**src/rtl/eth_txh_pkg.sv**
```systemverilog
package eth_txh_pkg;
    typedef enum logic [2:0] {
        ST_IDLE,
        ST_DATA,
        ST_PSEND,
        ST_PTX,
        ST_HALT
    } txh_state_e;
endpackage

```
**src/rtl/eth_txh_fsm.sv**
```systemverilog
module eth_txh_fsm
    import eth_txh_pkg::*;
(
    input  logic clk,
    input  logic rst_n,
    input  logic stop_req,
    input  logic pause_req,
    input  logic frm_avail,
    input  logic tx_start,
    input  logic tx_done,
    input  logic early_col,
    input  logic medium_ok,
    input  logic rx_hold,
    output logic data_go,
    output logic pause_send,
    output logic stop_irq,
    output logic pause_req_clr
);
    txh_state_e state, nxt;
    logic       irq_nxt;

    // state register and registered interrupt
    always_ff @(posedge clk) begin
        if (!rst_n) begin
            state    <= ST_IDLE;
            stop_irq <= 1'b0;
        end else begin
            state    <= nxt;
            stop_irq <= irq_nxt;
        end
    end

    // next state and outputs
    always_comb begin
        nxt           = state;
        irq_nxt       = 1'b0;
        data_go       = 1'b0;
        pause_send    = 1'b0;
        pause_req_clr = 1'b0;
        unique case (state)
            ST_IDLE: begin
                if (pause_req) begin
                    nxt     = ST_PSEND;
                    irq_nxt = 1'b1;
                end else if (stop_req) begin
                    nxt     = ST_HALT;
                    irq_nxt = 1'b1;
                end else begin
                    data_go = frm_avail && medium_ok && !rx_hold;
                    if (data_go && tx_start) nxt = ST_DATA;
                end
            end
            ST_DATA: begin
                if (tx_done || early_col) begin
                    if (pause_req) begin
                        nxt     = ST_PSEND;
                        irq_nxt = 1'b1;
                    end else if (stop_req) begin
                        nxt     = ST_HALT;
                        irq_nxt = 1'b1;
                    end else begin
                        nxt = ST_IDLE;
                    end
                end
            end
            ST_PSEND: begin
                pause_send = medium_ok;
                if (pause_send && tx_start) nxt = ST_PTX;
            end
            ST_PTX: begin
                if (tx_done) begin
                    pause_req_clr = 1'b1;
                    nxt = stop_req ? ST_HALT : ST_IDLE;
                end else if (early_col) begin
                    nxt = ST_PSEND;
                end
            end
            ST_HALT: begin
                if (pause_req)      nxt = ST_PSEND;
                else if (!stop_req) nxt = ST_IDLE;
            end
            default: nxt = ST_IDLE;
        endcase
    end

    // stop at frame boundary
    p_boundary_stop_r1: assert property (@(posedge clk) disable iff (!rst_n)
        (state == ST_DATA && tx_done && stop_req && !pause_req) |=> (stop_irq && !data_go));
    // stop while idle
    p_idle_stop_r2: assert property (@(posedge clk) disable iff (!rst_n)
        (state == ST_IDLE && stop_req && !pause_req) |=> stop_irq);
    // collision while stopping lands in HALT
    p_col_halt_r4: assert property (@(posedge clk) disable iff (!rst_n)
        (state == ST_DATA && early_col && !tx_done && stop_req && !pause_req) |=> (state == ST_HALT));
    // request clear only with a finishing frame
    p_clr_with_done_r5: assert property (@(posedge clk) disable iff (!rst_n)
        pause_req_clr |-> tx_done);
    // grants are exclusive
    p_grant_excl_r11: assert property (@(posedge clk) disable iff (!rst_n)
        !(data_go && pause_send));
endmodule

```
**src/rtl/eth_txh_rxpause.sv**
```systemverilog
module eth_txh_rxpause #(
    parameter int QUANTA_W   = 16,
    parameter int SLOT_SHIFT = 9
) (
    input  logic                clk,
    input  logic                rst_n,
    input  logic                enable,
    input  logic                load,
    input  logic [QUANTA_W-1:0] quanta,
    input  logic                tick,
    output logic                paused
);
    localparam int CW = QUANTA_W + SLOT_SHIFT;
    logic [CW-1:0] remain;

    always_ff @(posedge clk) begin
        if (!rst_n)
            remain <= '0;
        else if (load && enable)
            remain <= CW'(quanta) << SLOT_SHIFT;
        else if (tick && remain != '0)
            remain <= remain - CW'(1);
    end

    assign paused = (remain != '0);

    // nonzero quanta starts a hold, zero ends it
    p_load_hold_r7: assert property (@(posedge clk) disable iff (!rst_n)
        (load && enable && quanta != '0) |=> paused);
    p_zero_release_r7: assert property (@(posedge clk) disable iff (!rst_n)
        (load && enable && quanta == '0) |=> !paused);
endmodule

```
**src/rtl/eth_txh_hbeat.sv**
```systemverilog
module eth_txh_hbeat #(
    parameter int HB_WIN = 64
) (
    input  logic clk,
    input  logic rst_n,
    input  logic enable,
    input  logic tx_end,
    input  logic col,
    input  logic tick,
    input  logic clr,
    output logic err
);
    localparam int WW = $clog2(HB_WIN + 1);
    logic [WW-1:0] win;
    logic          expire;

    assign expire = (win == WW'(1)) && tick && !col && !(tx_end && enable);

    always_ff @(posedge clk) begin
        if (!rst_n) begin
            win <= '0;
        end else if (tx_end && enable) begin
            win <= WW'(HB_WIN);
        end else if (win != '0) begin
            if (col)       win <= '0;
            else if (tick) win <= win - WW'(1);
        end
    end

    always_ff @(posedge clk) begin
        if (!rst_n)      err <= 1'b0;
        else if (expire) err <= 1'b1;
        else if (clr)    err <= 1'b0;
    end

    // error is sticky until cleared
    p_err_sticky_r9: assert property (@(posedge clk) disable iff (!rst_n)
        (err && !clr) |=> err);
    // collision inside the window never raises the error
    p_col_no_err_r9: assert property (@(posedge clk) disable iff (!rst_n)
        (!err && col && !tx_end) |=> !err);
endmodule

```
**src/rtl/eth_tx_hold_ctrl.sv**
```systemverilog
module eth_tx_hold_ctrl #(
    parameter int QUANTA_W   = 16,
    parameter int SLOT_SHIFT = 9,
    parameter int HB_WIN     = 64
) (
    input  logic                clk,
    input  logic                rst_n,
    input  logic                mac_en,
    input  logic                cfg_full_dup,
    input  logic                cfg_hb_en,
    input  logic                stop_req,
    input  logic                pause_req,
    input  logic                frm_avail,
    input  logic                tx_start,
    input  logic                tx_done,
    input  logic                early_col,
    input  logic                crs,
    input  logic                col,
    input  logic                bit_tick,
    input  logic                rx_pause_vld,
    input  logic [QUANTA_W-1:0] rx_quanta,
    input  logic                hb_err_clr,
    output logic                data_go,
    output logic                pause_send,
    output logic                stop_irq,
    output logic                pause_req_clr,
    output logic                rx_paused,
    output logic                hb_err
);
    logic fdx_q, hb_q, medium_ok;

    // configuration captured only while the MAC is disabled
    always_ff @(posedge clk) begin
        if (!rst_n) begin
            fdx_q <= 1'b0;
            hb_q  <= 1'b0;
        end else if (!mac_en) begin
            fdx_q <= cfg_full_dup;
            hb_q  <= cfg_hb_en;
        end
    end

    assign medium_ok = fdx_q || (!crs && !col);

    eth_txh_fsm i_fsm (
        .clk           (clk),
        .rst_n         (rst_n),
        .stop_req      (stop_req),
        .pause_req     (pause_req),
        .frm_avail     (frm_avail),
        .tx_start      (tx_start),
        .tx_done       (tx_done),
        .early_col     (early_col),
        .medium_ok     (medium_ok),
        .rx_hold       (rx_paused),
        .data_go       (data_go),
        .pause_send    (pause_send),
        .stop_irq      (stop_irq),
        .pause_req_clr (pause_req_clr)
    );

    eth_txh_rxpause #(
        .QUANTA_W   (QUANTA_W),
        .SLOT_SHIFT (SLOT_SHIFT)
    ) i_rxpause (
        .clk    (clk),
        .rst_n  (rst_n),
        .enable (fdx_q),
        .load   (rx_pause_vld),
        .quanta (rx_quanta),
        .tick   (bit_tick),
        .paused (rx_paused)
    );

    eth_txh_hbeat #(
        .HB_WIN (HB_WIN)
    ) i_hbeat (
        .clk    (clk),
        .rst_n  (rst_n),
        .enable (hb_q),
        .tx_end (tx_done),
        .col    (col),
        .tick   (bit_tick),
        .clr    (hb_err_clr),
        .err    (hb_err)
    );

    // configuration frozen while enabled
    p_cfg_frozen_r10: assert property (@(posedge clk) disable iff (!rst_n)
        mac_en |=> ($stable(fdx_q) && $stable(hb_q)));
    // half duplex respects the medium
    p_half_dup_r8: assert property (@(posedge clk) disable iff (!rst_n)
        (!fdx_q && (crs || col)) |-> (!data_go && !pause_send));
    // received pause blocks data grants
    p_rx_hold_r6: assert property (@(posedge clk) disable iff (!rst_n)
        rx_paused |-> !data_go);
endmodule

```
**config.mk**
```make
export PLATFORM = sky130hd
export DESIGN_NAME = eth_tx_hold_ctrl
export DESIGN_NICKNAME = d
export VERILOG_FILES = /design/src/rtl/eth_txh_pkg.sv /design/src/rtl/eth_txh_fsm.sv /design/src/rtl/eth_txh_rxpause.sv /design/src/rtl/eth_txh_hbeat.sv /design/src/rtl/eth_tx_hold_ctrl.sv
export SDC_FILE = /design/constraint.sdc
export NUM_CORES = 1
export LEC_CHECK = 0
export ABC_AREA = 1
export BUFFER_PORTS_ARGS = -buffer_cell sky130_fd_sc_hd__buf_4
export CORE_MARGIN = 2
export CORE_UTILIZATION = 40
export CTS_CLUSTER_SIZE = 25
export DETAILED_ROUTE_END_ITERATION = 10
export GPL_TIMING_DRIVEN = 0
export PLACE_DENSITY_LB_ADDON = 0.08
export REMOVE_ABC_BUFFERS = 1
export SYNTH_ARGS = -nofsm -noshare
export SYNTH_HDL_FRONTEND = slang
export SYNTH_SLANG_ARGS = --single-unit
```
**constraint.sdc**
```tcl
create_clock -name clk -period 1.7 [get_ports clk]
set_clock_uncertainty 0.2 [all_clocks]
set_input_delay 0.34 -clock clk [delete_from_list [all_inputs] [get_ports clk]]
set_output_delay 0.34 -clock clk [all_outputs]
set_load 0.01 [all_outputs]
```
* Word level (Yosys, flattened, before mapping)
Cells that the tools add are included.
** Word-level totals
- Output and inout port bits :: 6
- Flip-flop bits (word level) :: 39
- Input port bits :: 32
** Cells by class
- Multiplexer cells :: 30
- Add/sub/neg operators :: 2
- Bitwise gates (word level) :: 1
- Eq/ne operators :: 10
- Reductions and logical operators :: 30
** Operators with widths (number)
- $mux W25 :: 2
- $mux W3 :: 11
- $mux W7 :: 4
- $reduce_bool A25 Y1 :: 1
- $sub A25 B1 Y25 const B :: 1
- $pmux W3 S5 :: 1
- $logic_and A1 B1 Y1 :: 11
- $mux W1 :: 11
- $reduce_bool A2 Y1 :: 4
- $eq A7 B1 Y1 const B :: 1
- $reduce_bool A7 Y1 :: 1
- $sub A7 B1 Y7 const B :: 1
- $eq A3 B2 Y1 const B :: 2
- $ne A3 B3 Y1 const B :: 2
- $reduce_and A5 Y1 :: 1
- $logic_not A1 Y1 :: 4
- $ne A2 B1 Y1 const B :: 2
- $ne A4 B3 Y1 const B :: 1
- $reduce_and A2 Y1 :: 2
- $reduce_or A2 Y1 :: 2
- $eq A3 B1 Y1 const B :: 1
- $eq A3 B3 Y1 const B :: 1
- $logic_not A3 Y1 :: 1
- $reduce_bool A3 Y1 :: 1
- 3 further kinds :: 4

* Depth between registers and ports, before layout
- Depth in word-level cells :: 10
- Gate-level depth with buffers :: 13
- Mapped depth without buffers :: 12

* By module
From an unflattened synthesis, not the netlist that was laid out.
** Second synthesis, totals
- Cells, all modules :: 467
- Area, all modules :: 2827.7 sq um
** By module, submodules not included
- eth_txh_rxpause :: area each 1873.0 sq um, instances 1, cells each 317, seq. area each 500.5 sq um
- eth_txh_hbeat :: area each 503.0 sq um, instances 1, cells each 70, seq. area each 160.2 sq um
- eth_txh_fsm :: area each 369.1 sq um, instances 1, cells each 67, seq. area each 80.1 sq um
- eth_tx_hold_ctrl :: area each 82.6 sq um, instances 1, cells each 13, seq. area each 40.0 sq um

* Worst setup path before layout
Ideal clock, no wire load.
- Kind :: register to output
- From :: register i_rxpause.remain[0]
- To :: output port data_go
- Path buffers :: 0
- Stages on the path, launching flop included :: 9
- Setup slack :: -0.224 ns
- Arrival time :: 1.384 ns
- Cells stage by stage :: dfxtp_1 -> inv_1 -> ha_1 -> nand2_1 -> inv_1 -> nand2_2 -> nor2_2 -> nand2_2 -> nor4_1
** On the way
- Longest elaborated chain between the ends :: 6
** RTL lines
- from (decl) :: line eth_txh_rxpause.sv:14 : logic [CW-1:0] remain;
- from (signal assigned) :: line eth_txh_rxpause.sv:20 : remain <= CW'(quanta) << SLOT_SHIFT;
- from (signal assigned) :: line eth_txh_rxpause.sv:22 : remain <= remain - CW'(1);
- $reduce_bool A25 Y1 :: line eth_txh_rxpause.sv:25 : assign paused = (remain != '0);
- net rx_paused :: line eth_tx_hold_ctrl.sv:27 : output logic rx_paused,
- $logic_not A1 Y1 :: line eth_txh_fsm.sv:49 : data_go = frm_avail && medium_ok && !rx_hold;
- $logic_and A1 B1 Y1 :: line eth_txh_fsm.sv:49
- $mux W1 :: line eth_txh_fsm.sv:45 : end else if (stop_req) begin
- $mux W1 :: line eth_txh_fsm.sv:42 : if (pause_req) begin
- $mux W1 :: line eth_txh_fsm.sv:40 : unique case (state)
- to (decl) :: line eth_tx_hold_ctrl.sv:23 : output logic data_go,
The timed path passes the listed nets, and every way through them passes these cells.

* Final worst setup path
- From :: register i_rxpause.remain[13]
- To :: output port data_go
** On the way
- Longest elaborated chain between the ends :: 6
** RTL lines (line)
- $reduce_bool A25 Y1 :: eth_txh_rxpause.sv:25
- $logic_not A1 Y1 :: eth_txh_fsm.sv:49
- $logic_and A1 B1 Y1 :: eth_txh_fsm.sv:49
- $mux W1 :: eth_txh_fsm.sv:45
- $mux W1 :: eth_txh_fsm.sv:42
- $mux W1 :: eth_txh_fsm.sv:40
Every way passes these cells.

==> results.sh <==
export IMPL_fin_ws_ns=-0.372
export IMPL_pin_count=38
export IMPL_die_area_um2=7350
export IMPL_crit_type="reg2out"
export IMPL_slew_headroom=0.720
export IMPL_grt_pass1_wl_mm=12.9
export IMPL_critPathRequiredTime_ns=1.16
export IMPL_drc=0
export IMPL_grt_max_degree=21
export IMPL_hold_class="in2reg"
export IMPL_switching_power_mw=2.54
export IMPL_place_congestion=0.851
export IMPL_final_layout_size_suffix_gt1_frac=0.408
export IMPL_h_tree_depth=2
export IMPL_fp_dieW_um=85.8
export IMPL_ys_ff_latch=39
export IMPL_cts_sinks=39
export IMPL_yosys_top_cells_area="dfxtp_1, nand2_1, inv_1, nor2_1, nand3_1"
export IMPL_grt_use_total=0.218
export IMPL_portBuffers=37
export IMPL_placed_cells=535
export IMPL_drtAntennaViolNets=0
export IMPL_row_count=29
export IMPL_fp_coreArea_um2=6420
export IMPL_post_route_min_period_ns=2.07
export IMPL_clk_latency_ns=0.29
export IMPL_leakagePower_nw=1.86
export IMPL_fmax_mhz=483
export IMPL_synth_cells=429
export IMPL_path_clk_slew_ns=0.08
export IMPL_yosys_warnings=0
export IMPL_final_util=0.592
export IMPL_numCtsBuffers=5
export IMPL_initial_utilization=0.416
export IMPL_internal_power_mw=2.92
export IMPL_yosysTopAreaCellShare=0.292
export IMPL_comb_power_share=0.628
export IMPL_swShare=0.465
export IMPL_cts_tree="built"
export IMPL_ys_seq_area_frac=0.292
export IMPL_violations="setup timing"
export IMPL_arrival_ns=1.53
export IMPL_syn_avg_cell_area_um2=6.23
export IMPL_setup_tns_final_ns=-5.70
export IMPL_grt_pass1_vias=2839
export IMPL_ctsHoldBuffers=0
export IMPL_reg2reg_setup_slack_ns=-0.22
export IMPL_endpoint_kind="output port"
export IMPL_drtIter0Drc=212
export IMPL_startpoint="i_rxpause.remain[13]$_SDFFE_PN0P_"
export IMPL_first_pass_iters=6
export IMPL_min_delay_start="rx_quanta[15]"
export IMPL_diodes=0
export IMPL_hold_viol=0
export IMPL_r2r_start="i_rxpause.remain[0]$_SDFFE_PP0P_"
export IMPL_status="complete, but fails checks"
export IMPL_drt_wl_total_mm=7.85
export IMPL_final_setup_viol_count=32
export IMPL_synth_area_um2=2670
export IMPL_tightest_slew_ns=0.418
export IMPL_drv_cap=0
export IMPL_grt_antenna_before_repair=0
export IMPL_p_seq_frac=0.251
export IMPL_p_per_area_nw_per_um2=1430
export IMPL_pwr_share_clk=0.121
export IMPL_rsz0062_at_grt="true"
export IMPL_place_ws_ns=-0.874
export IMPL_ys_types=35
export IMPL_wl_per_cell_um=13.5
export IMPL_area_delta_synth_final_pct=42.3
export IMPL_cts_root_buf="clkbuf_8"
export IMPL_critPathMaxFanout=4
export IMPL_final_cells=582
export IMPL_final_max_slew_violation_count=0
export IMPL_grt_overflow_total=0
export IMPL_yosysTopAreaCell="dfxtp_1"
export IMPL_vias_per_cell=4.98
export IMPL_fin_crit_sh=1.22
export IMPL_num_vias=2897
export IMPL_clk_path_buf_depth=2
export IMPL_cp_start_kind="flop"
export IMPL_peakVddDrop_mv=0.849
export IMPL_final_nets=540
export IMPL_die_y_um=85.8
export IMPL_place_hpwl_mm=4.92
synth_stat cells, drive strengths merged:
master  count
buf         5
o41ai       1
ha          3
a31oi       1
nor2       76
a21o        1
xnor2       1
nand3      53
a21boi      2
inv        69
nor4        1
nand4       4
xor2        2
nand3b      2
o21bai      2
nor3        2
dfxtp      39
a221oi      1
clkbuf      3
nand2     114
a21oi      24
a211oi      1
o21ai      21
or2         1
layout make-up:
cell class | instances | area [um^2]
clock inverter | 1 | 5.00
multi-input combinational | 315 | 1940
fill | 597 | 2620
tap | 77 | 96.3
timing repair buffer | 75 | 611
inverter | 69 | 265
sequential | 39 | 808
clock buffer | 6 | 82.6
registers in the layout (all words and copies together), names as in the netlist:
name	count
i_hbeat.err	1
hb_q	1
i_hbeat.win	7
i_fsm.state	3
fdx_q	1
i_rxpause.remain	25
i_fsm.stop_irq	1
path summary, 6_finish.rpt:
path                                       end  depth (start not counted)
max                                    data_go                          6
min          i_rxpause.remain[24]$_SDFFE_PN0P_                          3
max reg2reg  i_rxpause.remain[18]$_SDFFE_PN0P_                         13
min reg2reg  i_rxpause.remain[24]$_SDFFE_PN0P_                          2
per-layer routing:
layer	wire (um)	GRT usage
met5	0	0
met4	72	0.0491
met3	339	0.0375
met2	3920	0.389
met1	3520	0.274
power groups by stage:
stage,Sequential [mW],Combinational (mW),Clock (mW)
floorplan,1.27,1.78,0
global placement,1.31,2.23,0
detailed placement,1.31,2.26,0
CTS,1.33,3.05,0.676
global route,1.40,3.78,0.719
finish,1.37,3.43,0.659
critical path, cell delays in order, from the launching register on:
cell,delay (ns)
dfxtp_2,0.37
nor2_4,0.16
nand2_1,0.10
nor3_4,0.22
nand2_4,0.10
nor4_4,0.13
buf_4,0.16
cells in the final DEF, fill, tap and decap left out, types with 2 or more instances in the layout:
| cell type | netlist | routed |
|---|---|---|
| a21boi_2 | 2 | 2 |
| a21oi_1 | 22 | 17 |
| a21oi_2 | 2 | 7 |
| buf_12 | 0 | 2 |
| buf_4 | 0 | 67 |
| buf_6 | 3 | 6 |
| clkbuf_8 | 0 | 6 |
| dfxtp_1 | 39 | 21 |
| dfxtp_2 | 0 | 16 |
| dfxtp_4 | 0 | 2 |
| inv_1 | 67 | 56 |
| inv_2 | 2 | 11 |
| nand2_1 | 103 | 90 |
| nand2_2 | 9 | 17 |
| nand2_4 | 2 | 6 |
| nand3_1 | 45 | 30 |
| nand3_2 | 8 | 22 |
| nand3b_1 | 2 | 2 |
| nand4_1 | 4 | 4 |
| nor2_1 | 64 | 49 |
| nor2_2 | 5 | 6 |
| nor2_4 | 5 | 21 |
| nor2_8 | 2 | 2 |
| o21ai_0 | 18 | 14 |
| o21ai_1 | 3 | 5 |
| o21bai_1 | 2 | 2 |
| xor2_1 | 2 | 2 |
logic make-up after synthesis:
kind of cell               count (synthesis)  share of synthesized area
AOI/OAI and AO/OA                         54                      0.116
xor gates and xnor gates                   3                    0.00983
adders and majority gates                  3                     0.0140
buffers and inverters                     77                      0.117
DFF                                       39                      0.292
and+or+nand+nor                          253                      0.451
per-stage QoR:
step	cell area, um^2	power (mW)	hold WS (ns)
floorplan	2620	3.05	0.238
global placement	2990	3.54	0.249
detailed placement	2990	3.56	0.252
CTS	3580	5.06	0.0790
global route	3800	5.90	0.0762
finish	3800	5.45	0.0819
what timing repair did:
action	4_1_cts	5_1_grt
endpoints found under the setup margin	34	38
gates resized for setup	72	53
gates cloned	2	0
pin swaps	27	31
setup buffers	31	12
endpoints found under the hold margin	0	0
Note: power is estimated with default switching activity, not from simulation.
